--- src/rtl/hrp_pkg.sv ---
package hrp_pkg;
  localparam logic [7:0] NEWLINE = 8'h0A;

  // nibble to uppercase ASCII hex digit
  function automatic logic [7:0] nib_to_ascii(input logic [3:0] n);
    logic [7:0] r;
    if (n < 4'd10) r = 8'h30 + {4'h0, n};
    else           r = 8'h37 + {4'h0, n};
    return r;
  endfunction
endpackage

--- src/rtl/hrp_pack.sv ---
module hrp_pack #(
  parameter int WORD_W = 32,
  parameter int FLD_W  = 8,
  parameter int TAG_W  = 6,
  localparam int WORD_BYTES = WORD_W / 8,
  localparam int NBYTE  = WORD_BYTES + 2
) (
  input  logic               clk_i,
  input  logic               rst_ni,
  input  logic               load_i,
  input  logic [WORD_W-1:0]  word_i,
  input  logic [FLD_W-1:0]   fld_i,
  input  logic [TAG_W-1:0]   tag_i,
  output logic [NBYTE*8-1:0] buf_o
);
  logic [NBYTE*8-1:0] packed_w;

  // byte 0: padded tag, byte 1: field, bytes 2.. : word, low byte first
  assign packed_w[7:0]  = {{(8-TAG_W){1'b0}}, tag_i};
  assign packed_w[15:8] = fld_i;
  for (genvar i = 0; i < WORD_BYTES; i++) begin : g_word
    assign packed_w[(i+2)*8 +: 8] = word_i[i*8 +: 8];
  end

  always_ff @(posedge clk_i or negedge rst_ni) begin
    if (!rst_ni)     buf_o <= '0;
    else if (load_i) buf_o <= packed_w;
  end
endmodule

--- src/rtl/hrp_seq.sv ---
module hrp_seq #(
  parameter int NCHAR = 12,
  localparam int IDX_W = $clog2(NCHAR + 1)
) (
  input  logic             clk_i,
  input  logic             rst_ni,
  input  logic             rec_valid_i,
  input  logic             chr_ready_i,
  output logic             rec_ready_o,
  output logic             chr_valid_o,
  output logic             load_o,
  output logic [IDX_W-1:0] idx_o
);
  localparam logic [IDX_W-1:0] LAST = IDX_W'(NCHAR);

  logic busy_q;
  logic [IDX_W-1:0] idx_q;
  logic xfer;

  assign rec_ready_o = !busy_q;
  assign chr_valid_o = busy_q;
  assign load_o      = rec_valid_i && !busy_q;
  assign xfer        = busy_q && chr_ready_i;
  assign idx_o       = idx_q;

  always_ff @(posedge clk_i or negedge rst_ni) begin
    if (!rst_ni) begin
      busy_q <= 1'b0;
      idx_q  <= '0;
    end else if (load_o) begin
      busy_q <= 1'b1;
      idx_q  <= '0;
    end else if (xfer) begin
      if (idx_q == LAST) busy_q <= 1'b0;
      else               idx_q  <= idx_q + 1'b1;
    end
  end

  a_r2_load_starts_line: assert property (@(posedge clk_i) disable iff (!rst_ni)
    load_o |=> chr_valid_o && idx_o == '0);
  a_r8_idx_held: assert property (@(posedge clk_i) disable iff (!rst_ni)
    chr_valid_o && !chr_ready_i |=> $stable(idx_o));
endmodule

--- src/rtl/hrp_hex_enc.sv ---
module hrp_hex_enc #(
  parameter int NBYTE = 6,
  localparam int NCHAR = NBYTE * 2,
  localparam int IDX_W = $clog2(NCHAR + 1)
) (
  input  logic [NBYTE*8-1:0] buf_i,
  input  logic [IDX_W-1:0]   idx_i,
  output logic [7:0]         chr_o
);
  import hrp_pkg::*;

  logic [3:0] nib;

  // char k takes nibble NCHAR-1-k of the flat buffer: top byte first, upper nibble first
  always_comb begin
    nib = '0;
    for (int k = 0; k < NCHAR; k++) begin
      if (idx_i == IDX_W'(k)) nib = buf_i[(NCHAR-1-k)*4 +: 4];
    end
    chr_o = (idx_i == IDX_W'(NCHAR)) ? NEWLINE : nib_to_ascii(nib);
  end
endmodule

--- src/rtl/hex_record_printer.sv ---
module hex_record_printer #(
  parameter int WORD_W = 32,
  parameter int FLD_W  = 8,
  parameter int TAG_W  = 6
) (
  input  logic              clk_i,
  input  logic              rst_ni,
  input  logic              rec_valid_i,
  output logic              rec_ready_o,
  input  logic [WORD_W-1:0] rec_word_i,
  input  logic [FLD_W-1:0]  rec_byte_i,
  input  logic [TAG_W-1:0]  rec_tag_i,
  output logic              chr_valid_o,
  input  logic              chr_ready_i,
  output logic [7:0]        chr_data_o
);
  localparam int NBYTE = WORD_W / 8 + 2;
  localparam int NCHAR = NBYTE * 2;
  localparam int IDX_W = $clog2(NCHAR + 1);

  logic             load_w;
  logic [IDX_W-1:0] idx_w;
  logic [NBYTE*8-1:0] buf_w;

  hrp_seq #(.NCHAR(NCHAR)) u_seq (
    .clk_i, .rst_ni, .rec_valid_i, .chr_ready_i,
    .rec_ready_o, .chr_valid_o,
    .load_o(load_w), .idx_o(idx_w)
  );

  hrp_pack #(.WORD_W(WORD_W), .FLD_W(FLD_W), .TAG_W(TAG_W)) u_pack (
    .clk_i, .rst_ni, .load_i(load_w),
    .word_i(rec_word_i), .fld_i(rec_byte_i), .tag_i(rec_tag_i),
    .buf_o(buf_w)
  );

  hrp_hex_enc #(.NBYTE(NBYTE)) u_enc (
    .buf_i(buf_w), .idx_i(idx_w), .chr_o(chr_data_o)
  );

  a_r8_hold_char: assert property (@(posedge clk_i) disable iff (!rst_ni)
    chr_valid_o && !chr_ready_i |=> chr_valid_o && $stable(chr_data_o));
  a_r7_idle_after_nl: assert property (@(posedge clk_i) disable iff (!rst_ni)
    chr_valid_o && chr_ready_i && chr_data_o == 8'h0A |=> rec_ready_o);
  a_r6_hex_set: assert property (@(posedge clk_i) disable iff (!rst_ni)
    chr_valid_o |-> (chr_data_o >= 8'h30 && chr_data_o <= 8'h39) ||
                    (chr_data_o >= 8'h41 && chr_data_o <= 8'h46) || chr_data_o == 8'h0A);
  a_r5_pad_digit: assert property (@(posedge clk_i) disable iff (!rst_ni)
    chr_valid_o && idx_w == IDX_W'(NCHAR-2) |-> chr_data_o >= 8'h30 && chr_data_o <= 8'h33);
  a_r2_no_reload: assert property (@(posedge clk_i) disable iff (!rst_ni)
    chr_valid_o && !(chr_ready_i && chr_data_o == 8'h0A) |=> $stable(buf_w));
endmodule

--- config.mk ---
export PLATFORM = sky130hd
export DESIGN_NAME = hex_record_printer
export DESIGN_NICKNAME = d
export VERILOG_FILES = /design/src/rtl/hrp_pkg.sv /design/src/rtl/hrp_pack.sv /design/src/rtl/hrp_seq.sv /design/src/rtl/hrp_hex_enc.sv /design/src/rtl/hex_record_printer.sv
export SDC_FILE = /design/constraint.sdc
export NUM_CORES = 1
export LEC_CHECK = 0
export BUFFER_PORTS_ARGS = -buffer_cell sky130_fd_sc_hd__clkbuf_2
export CAP_MARGIN = 20
export CELL_PAD_IN_SITES_DETAIL_PLACEMENT = 0
export CELL_PAD_IN_SITES_GLOBAL_PLACEMENT = 2
export CORE_MARGIN = 2
export CORE_UTILIZATION = 39
export CTS_BUF_LIST = sky130_fd_sc_hd__clkbuf_8 sky130_fd_sc_hd__clkbuf_16
export CTS_CLUSTER_DIAMETER = 30
export DETAILED_ROUTE_END_ITERATION = 10
export PLACE_DENSITY_LB_ADDON = 0.1
export SLEW_MARGIN = 15
export SYNTH_ARGS = -nofsm -noshare
export SYNTH_HDL_FRONTEND = slang
export SYNTH_HIERARCHICAL = 1
export SYNTH_SLANG_ARGS = --single-unit
--- constraint.sdc ---
create_clock -name clk_i -period 3.3 [get_ports clk_i]
set_input_delay 0.33 -clock clk_i [delete_from_list [all_inputs] [get_ports clk_i]]
set_output_delay 0.33 -clock clk_i [all_outputs]
set_load 0.03 [all_outputs]
==> key figures, run 1 <==
Outcome
  • Status: finished clean

Global routing
  • Vias in the first global route: 1,921
  • GRT Residual Overflow: 0
  • All-Layer GR Usage: 0.151
  • First-pass GRT wire length: between 9000 and 10,000 um
  • Antenna violations before repair: 0
  • Largest net degree at the start of global routing: 37

Yosys
  • Ys async rst share: 1.00
  • Top FF cell, synth: dfrtp_1
  • Yosys Warn Count: 6
  • Post-Syn Area: a little under 3000 um^2
  • Post-synth EDFFs: 0
  • Mapped Cells: 226
  • Yosys reg bits: 51
  • Synth cell types: 47
  • Mapped Avg Cell Area: 12.9 um^2
  • Sequential share of the synthesized area: 0.438

Clocking
  • Clk root buf: clkbuf_8
  • H-tree Lvls: 2
  • Sink Count: 51
  • Postcts setup bufs: 0
  • CTS tree: yes
  • Clock transition at the registers of the reported paths: 0.10 ns
  • Hold Buf Count CTS: 0
  • Worst skew pair latency: 0.30 ns
  • TritonCTS Buffers: 5
  • Clock tree buffer depth: 2

Setup path
  • Crit. Startpoint: u_seq/idx_o[1]$_DFFE_PN0P_
  • Worst Path Buf+Inv: 3
  • Worst r2r dst: u_seq/idx_o[3]$_DFFE_PN0P_
  • Critical-path cell list: buf_4, nand4b_1, o32ai_1, o21ai_0, o221ai_2, inv_1, ha_1, nand2_1, mux2_1, clkbuf_2
  • Crit. End Element: output pin
  • Worst EP required: 2.97 ns
  • Crit Path Max Fanout: 18
  • CP top delay family: flip-flops
  • Slowest cell on crit path: dfrtp_1
  • Arrival time at the worst endpoint: 2.76 ns
  • End point of the critical path: chr_data_o[2]
  • Levels on crit path: 10
  • Crit-path max cell delay: between 0.5 and 0.6 ns
  • Critical path type: reg2out
  • Critical path launch point type: register
  • Cell depth of the worst flop-to-flop path: 6
  • Worst r2r src: u_seq/idx_o[1]$_DFFE_PN0P_
  • FF-to-FF setup slack: about 1.5 ns

Final layout
  • Share of cells above drive strength 1: 0.452
  • Ant diodes: 0
  • Fill count: 695
  • Non-filler cells, final: 382
  • Layout area overhead: 13.6%
  • Most frequent cells in the layout: clkbuf_2, dfrtp_1, mux2_4, inv_1
  • Leading cell type in the layout, fill and taps excluded: clkbuf_2
  • Layout Nets: approximately 340

Detailed routing
  • Detail Route Antenna Nets: 0
  • DR iter-0 viols: 59
  • Post-DR wirelength/cell: 15.7 um
  • Drt drc: 0
  • WL final: 5980 um
  • Vias per Instance: 4.94
  • Via count: 1,886
  • DRT Pass-1 Iters: 4

STA
  • Fin Hold WS: 0.127 ns
  • Final Critical Period: 3.09 ns
  • Hold Vio Cnt, Final: 0
  • Clock skew: 0.00712 ns
  • TNS Setup: 0 ns
  • Slew margin rel.: 0.417
  • Fmax: between 300 and 400 MHz
  • Max Slew Vio Count: 0
  • RSZ-0062 raised after global routing: false
  • Period utilization: 0.938
  • Worst slew pin tran: 0.874 ns
  • # setup viols final: 0

Floorplan
  • Ports: 60
  • Starting Density: 0.402
  • Die Width: ~90 um
  • Die H: 90.5 um
  • Core Area: roughly 7300 um^2
  • Die footprint: 8190 um^2
  • Row cnt: 31

Pwr
  • Leakage: approximately 0.0016 uW
  • Tot Pwr: 3500 uW
  • Pwr/cell area: 1060 nW/um^2
  • VDD IR-drop max: 0.340 mV

Hold path
  • Hold WC Path Type: in2async

Placed design
  • # port buffers: 58
  • HPWL after detailed placement: 4440 um
  • Gpl congestion: 0.789
  • Post-Place Cells: 374

Flow run
  • Max-cap violation count: 0
-- layout make-up --
type / instances / area, um^2 / share of cell area
multi-input combinational: 147 / 1420 / 0.429
sequential: 51 / 1280 / 0.386
timing repair buffer: 63 / 340 / 0.103
tap: 99 / 124 / 0.0374
clock buffer: 6 / 82.6 / 0.0249
inverter: 14 / 52.6 / 0.0159
clock inverter: 2 / 12.5 / 0.00378
-- synth_stat cells, drive strengths merged (2+ instances only) --
| library cell | number | area share |
|---|---|---|
| o21ai | 11 | 0.020 |
| o32a | 2 | 0.0069 |
| dfrtp | 51 | 0.44 |
| nand4b | 2 | 0.0060 |
| conb | 2 | 0.0026 |
| mux2i | 8 | 0.027 |
| inv | 14 | 0.018 |
| nand2 | 7 | 0.0090 |
| nand2b | 5 | 0.011 |
| nand3 | 6 | 0.010 |
| and2 | 4 | 0.0090 |
| a21oi | 10 | 0.018 |
| nor2b | 5 | 0.011 |
| a21o | 2 | 0.0051 |
| buf | 15 | 0.058 |
| nor2 | 6 | 0.0077 |
| ha | 3 | 0.013 |
| mux4 | 3 | 0.023 |
| mux2 | 49 | 0.24 |
| a22o | 2 | 0.0060 |
| o221ai | 3 | 0.011 |
| o31ai | 2 | 0.0051 |
-- worst register-to-register path, stage by stage, from the launching register on --
cell and delay [ns]:
dfrtp_1 0.56, buf_4 0.29, inv_1 0.07, ha_1 0.19, and3_4 0.20, o311ai_1 0.27
o31ai_1 0.11
-- state kept, by name (all words and copies together), names as in the netlist --
| name | count |
|---|---|
| u_seq/chr_valid_o | 1 |
| u_pack/buf_o | 46 |
| u_seq/idx_o | 4 |
-- through the flow --
step	instance area [um^2]	utilization	setup WS, ns
6_report	3310	0.457	0.206
2_1_floorplan	2920	-	0.587
4_1_cts	3310	0.456	0.145
3_5_place_dp	3210	0.443	0.264
3_3_place_gp	3210	0.443	0.382
5_1_grt	3310	0.457	0.00587
-- how the worst min path moves through the flow --
stage	slack [ns]	depth (start not counted)	end	start
floorplan	0.03	0	u_pack/buf_o[0]$_DFFE_PN0P_	rst_ni
global placement	0.50	1	u_pack/buf_o[21]$_DFFE_PN0P_	rst_ni
detailed placement	0.49	1	u_pack/buf_o[16]$_DFFE_PN0P_	u_pack/buf_o[16]$_DFFE_PN0P_
CTS	0.17	1	u_pack/buf_o[44]$_DFFE_PN0P_	rst_ni
global route	0.20	1	u_pack/buf_o[40]$_DFFE_PN0P_	rst_ni
finish	0.13	1	u_pack/buf_o[44]$_DFFE_PN0P_	rst_ni
-- per-layer routing --
| metal | global-route usage | wire [um] | up-vias |
|---|---|---|---|
| li1 | - | - | 923 |
| met1 | 0.225 | 3040 | 913 |
| met2 | 0.221 | 2640 | 44 |
| met3 | 0.0317 | 242 | 6 |
| met4 | 0.0423 | 62 | 0 |
| met5 | 0 | 0 | - |
-- report_power, final --
group	leakage, uW	total [uW]	internal [uW]	switching (uW)
Clock	0.0000526	371	169	202
Sequential	0.000620	1210	929	279
Combinational	0.000902	1920	941	980
Total	0.00158	3500	2040	1460
-- logic make-up after synthesis --
family | Yosys count | synth area share
flops | 51 | 0.438
compound gates | 41 | 0.101
fa+ha+maj | 3 | 0.0129
mux | 60 | 0.293
buf+inv | 29 | 0.0764
simple gates | 39 | 0.0742
xor+xnor | 1 | 0.00300
other cells | 2 | 0.00257
-- timing repair --
item / 4_1_cts / 5_1_grt
pin swaps: 0 / 0
hold endpoints to repair: 0 / 0
setup endpoints to repair: 4 / 3
gates resized for setup: 1 / 1
Note: power is estimated with default switching activity, not from simulation.
==> run 2, diff against run 1 <==
- CORE_ASPECT_RATIO: not set -> 1.1
==> key figures, run 2 (synthesis results as in run 1) <==
Placed design
  • HPWL after detailed placement: 4500 um (+1.4%)
  • Setup WS pre-CTS: 0.499 ns (+0.235 ns)
  • # port buffers: 58 (unchanged)
  • Gpl congestion: 0.833 (+5.6%)

Global routing
  • GRT Residual Overflow: 0 (unchanged)
  • All-Layer GR Usage: 0.158 (+0.00702)
  • Vias in the first global route: 1,949 (+1.5%)
  • Antenna violations before repair: 0 (unchanged)
  • First-pass GRT wire length: 10,100 um (+1.5%)
  • Largest net degree at the start of global routing: 34 (-8.1%)

Outcome
  • Status: finished clean

STA
  • Max Slew Vio Count: 0 (unchanged)
  • Worst slew pin tran: 0.776 ns (-0.0988 ns)
  • Clock skew: 0.00854 ns (+0.00141 ns)
  • Final Critical Period: 3.00 ns (-0.0991 ns)
  • Period utilization: 0.908 (-0.0300)
  • Slew margin rel.: 0.483 (+0.0659)
  • # setup viols final: 0 (unchanged)
  • Hold Vio Cnt, Final: 0 (unchanged)
  • TNS Setup: 0 ns (unchanged)
  • Setup ws final: 0.305 ns (+0.0991 ns)
  • Fmax: 334 MHz (+3.3%)
  • RSZ-0062 raised after global routing: false

Final layout
  • Layout Nets: 336 (+0.30%)
  • Layout area overhead: 13.8%
  • Ant diodes: 0 (unchanged)
  • Most flops, register: u_pack/buf_o
  • Multi-input gate area: 1420 um^2 (unchanged)
  • Most frequent cells in the layout: clkbuf_2, dfrtp_1, mux2_4, inv_1
  • Fill count: 701 (+0.86%)
  • Sequential Area: 1280 um^2 (about the same)
  • Leading cell type in the layout, fill and taps excluded: clkbuf_2
  • Largest register FFs: 46 (unchanged)
  • Share of cells above drive strength 1: 0.459 (+0.00707)

Detailed routing
  • Detail Route Antenna Nets: 0 (unchanged)
  • DRT Pass-1 Iters: 5 (+1)
  • WL final: 5980 um (about the same)
  • Drt drc: 0 (unchanged)
  • Via count: 1,864 (-1.2%)
  • Vias per Instance: 5.04 (+2.0%)
  • Post-DR wirelength/cell: 16.1 um (+3.2%)
  • DR iter-0 viols: 84 (+42%)

Setup path
  • Crit Path Max Fanout: 16 (-2)
  • Critical path type: reg2out
  • Arrival time at the worst endpoint: 2.67 ns (-0.09 ns)
  • Worst Path Buf+Inv: 3 (unchanged)
  • FF-to-FF setup slack: 1.50 ns (+0.02 ns)
  • Worst r2r src: u_seq/chr_valid_o$_DFFE_PN0P_
  • Critical-path cell list: buf_4, nand4b_1, o32ai_1, o21ai_0, o221ai_2, inv_1, ha_1, nand2_1, mux2_1, clkbuf_2
  • Crit. End Element: output pin
  • CP top delay family: buffers and inverters
  • Critical path launch point type: register
  • Cell depth of the worst flop-to-flop path: 4 (-2)
  • Worst r2r dst: u_pack/buf_o[47]$_DFFE_PN0P_
  • Worst EP required: 2.97 ns (about the same)
  • Crit-path max cell delay: 0.51 ns (-0.05 ns)
  • Slowest cell on crit path: dfrtp_2

Pwr
  • Flop pwr share: 0.328 (-0.017)
  • Power share of the combinational group: 0.551 (+0.002)
  • Sw Ratio: 0.410 (-0.00703)
  • Psw: 1460 uW (about the same)
  • Pint: 2100 uW (+3.0%)
  • Pwr/cell area: 1070 nW/um^2 (+1.6%)
  • Leakage: 0.00158 uW (+0.18%)
  • Clk pwr share: 0.120 (+0.014)
  • VDD IR-drop max: 0.397 mV (+17%)

Clocking
  • Clock tree buffer depth: 2 (unchanged)
  • H-tree Lvls: 2 (unchanged)
  • Clk root buf: clkbuf_8
  • CTS tree: yes
  • Sink Count: 51 (unchanged)
  • Worst skew pair latency: 0.30 ns (about the same)
  • TritonCTS Buffers: 5 (unchanged)
  • Postcts setup bufs: 0 (unchanged)
  • Clock transition at the registers of the reported paths: 0.10 ns (about the same)

Flow run
  • Max-cap violation count: 0 (unchanged)

Floorplan
  • Ports: 60 (unchanged)
  • Row cnt: 33 (+6.5%)
  • Starting Density: 0.397 (-0.00527)
  • Die H: 94.7 um (+4.7%)
  • Die footprint: 8190 um^2 (about the same)
  • Die Width: 86.5 um (-4.4%)
  • Core Area: 7350 um^2 (+1.3%)

Hold path
  • Hold WC Path Type: in2async
## run 2: layout make-up
class	count	share of cell area
sequential	51	0.385
inverter	14	0.0158
clock buffer	5	0.0207
timing repair buffer	64	0.106
clock inverter	2	0.0113
multi-input combinational	147	0.428
tap	87	0.0328
## run 2: per-layer routing
layer / vias to the layer above / share of wire / track usage
met1: 903 / 0.49 / 0.227
met3: 2 / 0.045 / 0.0315
met5: - / 0 / 0
met2: 43 / 0.46 / 0.247
met4: 0 / 0.0049 / 0.0352
li1: 916 / - / -
## run 2: power groups by stage
stage / clock (uW) / sequential (uW) / combinational [uW]
final: 428 / 1170 / 1960
after detailed placement: 0 / 1190 / 1970
after global routing: 469 / 1220 / 2160
after CTS: 444 / 1180 / 1980
after global placement: 0 / 1190 / 1950
after floorplan: 0 / 1080 / 1630
## run 2: through the flow
| step | instances | total power, uW | instance area [um^2] | hold WS [ns] | util |
|---|---|---|---|---|---|
| 5_1_grt | 370 | 3850 | 3320 | 0.132 | 0.452 |
| 2_1_floorplan | 227 | 2710 | 2920 | 0.0344 | - |
| 3_5_place_dp | 363 | 3160 | 3210 | 0.440 | 0.436 |
| 6_report | 370 | 3560 | 3320 | 0.0807 | 0.452 |
| 4_1_cts | 370 | 3600 | 3310 | 0.0997 | 0.451 |
| 3_3_place_gp | 363 | 3140 | 3210 | 0.446 | 0.436 |
## run 2: worst max-delay path by stage
| stage | startpoint | end | cells after the start |
|---|---|---|---|
| after global placement | u_seq/idx_o[1]$_DFFE_PN0P_ | chr_data_o[2] | 10 |
| final | u_seq/idx_o[1]$_DFFE_PN0P_ | chr_data_o[2] | 10 |
| after floorplan | u_seq/idx_o[0]$_DFFE_PN0P_ | chr_data_o[4] | 10 |
| after global routing | u_seq/idx_o[0]$_DFFE_PN0P_ | chr_data_o[4] | 10 |
| after detailed placement | u_seq/idx_o[1]$_DFFE_PN0P_ | chr_data_o[2] | 10 |
| after CTS | u_seq/idx_o[1]$_DFFE_PN0P_ | chr_data_o[2] | 10 |
## run 2: timing repair
item | 4_1_cts | 5_1_grt
endpoints found under the setup margin | 0 | 3
hold buffers | 0 | 0
resized for setup | 0 | 3
==> run 3, diff against run 2 <==
--- a/config.mk
+++ b/config.mk
@@ -10,6 +10,6 @@
 export CELL_PAD_IN_SITES_DETAIL_PLACEMENT = 0
-export CELL_PAD_IN_SITES_GLOBAL_PLACEMENT = 2
+export CELL_PAD_IN_SITES_GLOBAL_PLACEMENT = 1
 export CORE_ASPECT_RATIO = 1.1
 export CORE_MARGIN = 2
-export CORE_UTILIZATION = 39
+export CORE_UTILIZATION = 40
 export CTS_BUF_LIST = sky130_fd_sc_hd__clkbuf_8 sky130_fd_sc_hd__clkbuf_16
==> constraint.sdc (replaced) <==
create_clock -name clk_i -period 2.5 [get_ports clk_i]
set_input_delay 0.25 -clock clk_i [delete_from_list [all_inputs] [get_ports clk_i]]
set_output_delay 0.25 -clock clk_i [all_outputs]
set_load 0.01 [all_outputs]
==> key figures, run 3 (synthesis results as in run 1) <==
Outcome
  • Status: complete, but fails checks
  • Failing checks: negative setup slack

STA
  • Hold Vio Cnt, Final: 0 (unchanged)
  • RSZ-0062 raised after global routing: true
  • Fmax: 372 MHz
  • Worst slew pin tran: 0.647 ns (-0.129 ns)
  • Period utilization: 1.07
  • Slew margin rel.: 0.569 (+0.0860)
  • TNS Setup: -0.797 ns (-0.797 ns)
  • Setup ws final: -0.186 ns (-0.490 ns)
  • Clock skew: 0.00766 ns (-0.000876 ns)
  • # setup viols final: 7 (+7)
  • Max Slew Vio Count: 0 (unchanged)
  • Final Critical Period: 2.69 ns

Detailed routing
  • DR top layer: met4
  • Met1 Wirelength: 2940 um (-0.37%)
  • DR WL met3: 288 um (+7.9%)
  • Post-DR wirelength/cell: 15.7 um (-2.5%)
  • Vias per Instance: 5.01 (-0.54%)
  • Via count: 1,929 (+3.5%)
  • DRT Pass-1 Iters: 4 (-1)
  • Detail Route Antenna Nets: 0 (unchanged)
  • WL final: 6060 um (+1.5%)
  • DR iter-0 viols: 60 (-29%)
  • Met2 wire length: 2780 um (+2.0%)
  • Drt drc: 0 (unchanged)

Global routing
  • GRT Residual Overflow: 0 (unchanged)
  • All-Layer GR Usage: 0.161 (+0.00293)
  • First-pass GRT wire length: 10,000 um (-0.42%)
  • Largest net degree at the start of global routing: 52 (+53%)
  • Vias in the first global route: 2,012 (+3.2%)
  • Antenna violations before repair: 0 (unchanged)

Pwr
  • VDD IR-drop max: 0.474 mV (+19%)
  • Pwr/cell area: 1370 nW/um^2 (+28%)
  • Leakage: 0.00168 uW (+6.4%)

Final layout
  • Layout Nets: 352 (+4.8%)
  • Fin util: 0.501 (+0.0496)
  • Most flops, register: u_pack/buf_o
  • Ant diodes: 0 (unchanged)
  • Leading cell type in the layout, fill and taps excluded: clkbuf_2
  • Most frequent cells in the layout: clkbuf_2, dfrtp_1, mux2_4, buf_4, inv_1
  • Layout area overhead: 21.1%
  • Largest register FFs: 46 (unchanged)
  • Share of cells above drive strength 1: 0.550 (+0.0906)

Clocking
  • Clock tree buffer depth: 2 (unchanged)
  • CTS tree: yes
  • Worst skew pair latency: 0.30 ns (about the same)
  • Clock transition at the registers of the reported paths: 0.09 ns (about the same)
  • Sink Count: 51 (unchanged)
  • H-tree Lvls: 2 (unchanged)
  • TritonCTS Buffers: 5 (unchanged)
  • Clk root buf: clkbuf_8

Floorplan
  • Die H: 93.6 um (-1.2%)
  • Ports: 60 (unchanged)
  • Core Area: 7050 um^2 (-4.1%)
  • Row cnt: 32 (-3.0%)
  • Die footprint: 7990 um^2 (-2.4%)
  • Die Width: 85.4 um (-1.2%)
  • Starting Density: 0.414 (+0.0171)

Flow run
  • Max-cap violation count: 0 (unchanged)

Placed design
  • Gpl congestion: 0.843 (+1.2%)
  • # port buffers: 58 (unchanged)
  • HPWL after detailed placement: 4410 um (-1.9%)

Hold path
  • Hold WC Path Type: in2async

Setup path
  • Critical path type: reg2out
  • Worst r2r src: u_seq/idx_o[0]$_DFFE_PN0P_
  • Arrival time at the worst endpoint: 2.44 ns (-0.23 ns)
  • FF-to-FF setup slack: 0.76 ns (-0.74 ns)
  • Worst r2r dst: u_seq/idx_o[3]$_DFFE_PN0P_
  • Worst EP required: 2.25 ns (-0.72 ns)
  • End point of the critical path: chr_data_o[2]
  • Crit. End Element: output pin
  • Cell depth of the worst flop-to-flop path: 7 (+3)
  • Crit. Startpoint: u_seq/idx_o[0]$_DFFE_PN0P_
  • Critical path launch point type: register
  • Crit Path Max Fanout: 7 (-9)
==> run 3: cell types whose count changed in the layout (fill, tap and decap cells not counted), sizes merged <==
| cell | before | now |
|---|---|---|
| clkinv | 0 | 2 |
| buf | 6 | 28 |
| inv | 14 | 15 |
| clkinvlp | 1 | 0 |
| clkbuf | 63 | 57 |
| bufinv | 1 | 0 |
==> run 3: power by group <==
group          switching [uW]  leakage [uW]  internal [uW]
sequential                364      0.000618           1230
clock                     277     0.0000483            198
combinational            1170       0.00101           1630
total                    1810       0.00168           3050
==> run 3: final cells by class <==
| cell class | instances | area [um^2] |
|---|---|---|
| clock buffer | 5 | 68.8 |
| tap | 85 | 106 |
| timing repair buffer | 80 | 502 |
| clock inverter | 3 | 18.8 |
| sequential | 51 | 1280 |
| multi-input combinational | 147 | 1500 |
| fill | 659 | 3510 |
| inverter | 14 | 52.6 |
==> run 3: worst min path at each step <==
stage           start                           end  cells after the start
6_report       rst_ni  u_pack/buf_o[32]$_DFFE_PN0P_                      2
4_1_cts        rst_ni   u_pack/buf_o[3]$_DFFE_PN0P_                      2
3_3_place_gp   rst_ni  u_pack/buf_o[44]$_DFFE_PN0P_                      2
2_1_floorplan  rst_ni   u_pack/buf_o[0]$_DFFE_PN0P_                      0
3_5_place_dp   rst_ni  u_pack/buf_o[32]$_DFFE_PN0P_                      2
5_1_grt        rst_ni  u_pack/buf_o[44]$_DFFE_PN0P_                      2
==> run 3: timing repair <==
item / 4_1_cts / 5_1_grt
buffers inserted: 3 / 1
hold buffers: 0 / 0
gates resized for setup: 18 / 16
setup endpoints to repair: 7 / 7
pin swaps: 11 / 6
==> run 3: metal layers <==
| metal | global-route usage | vias to the layer above |
|---|---|---|
| met4 | 0.0397 | 0 |
| met5 | 0 | - |
| li1 | - | 956 |
| met3 | 0.0362 | 4 |
| met2 | 0.245 | 41 |
| met1 | 0.233 | 928 |
==> run 3: metrics by stage <==
stage                     cells  power [uW]  hold WS [ns]  worst slack [ns]  area, um^2
final                       385        4860        0.0449            -0.186        3530
after floorplan             227        3290       -0.0456             0.141        2920
after global routing        385        5240         0.114            -0.285        3530
after detailed placement    373        4040         0.417           -0.0139        3310
after CTS                   384        4730        0.0815            -0.145        3480
after global placement      373        4050         0.409            0.0453        3310
==> run 3: worst max-delay path: stages, from the launching register on <==
cell and delay, ns:
dfrtp_2 0.50, buf_6 0.16, nor2b_1 0.13, buf_4 0.15, a22oi_2 0.17, o21ai_2 0.08, a311o_1 0.40, buf_4 0.17
mux2_4 0.25, buf_6 0.12
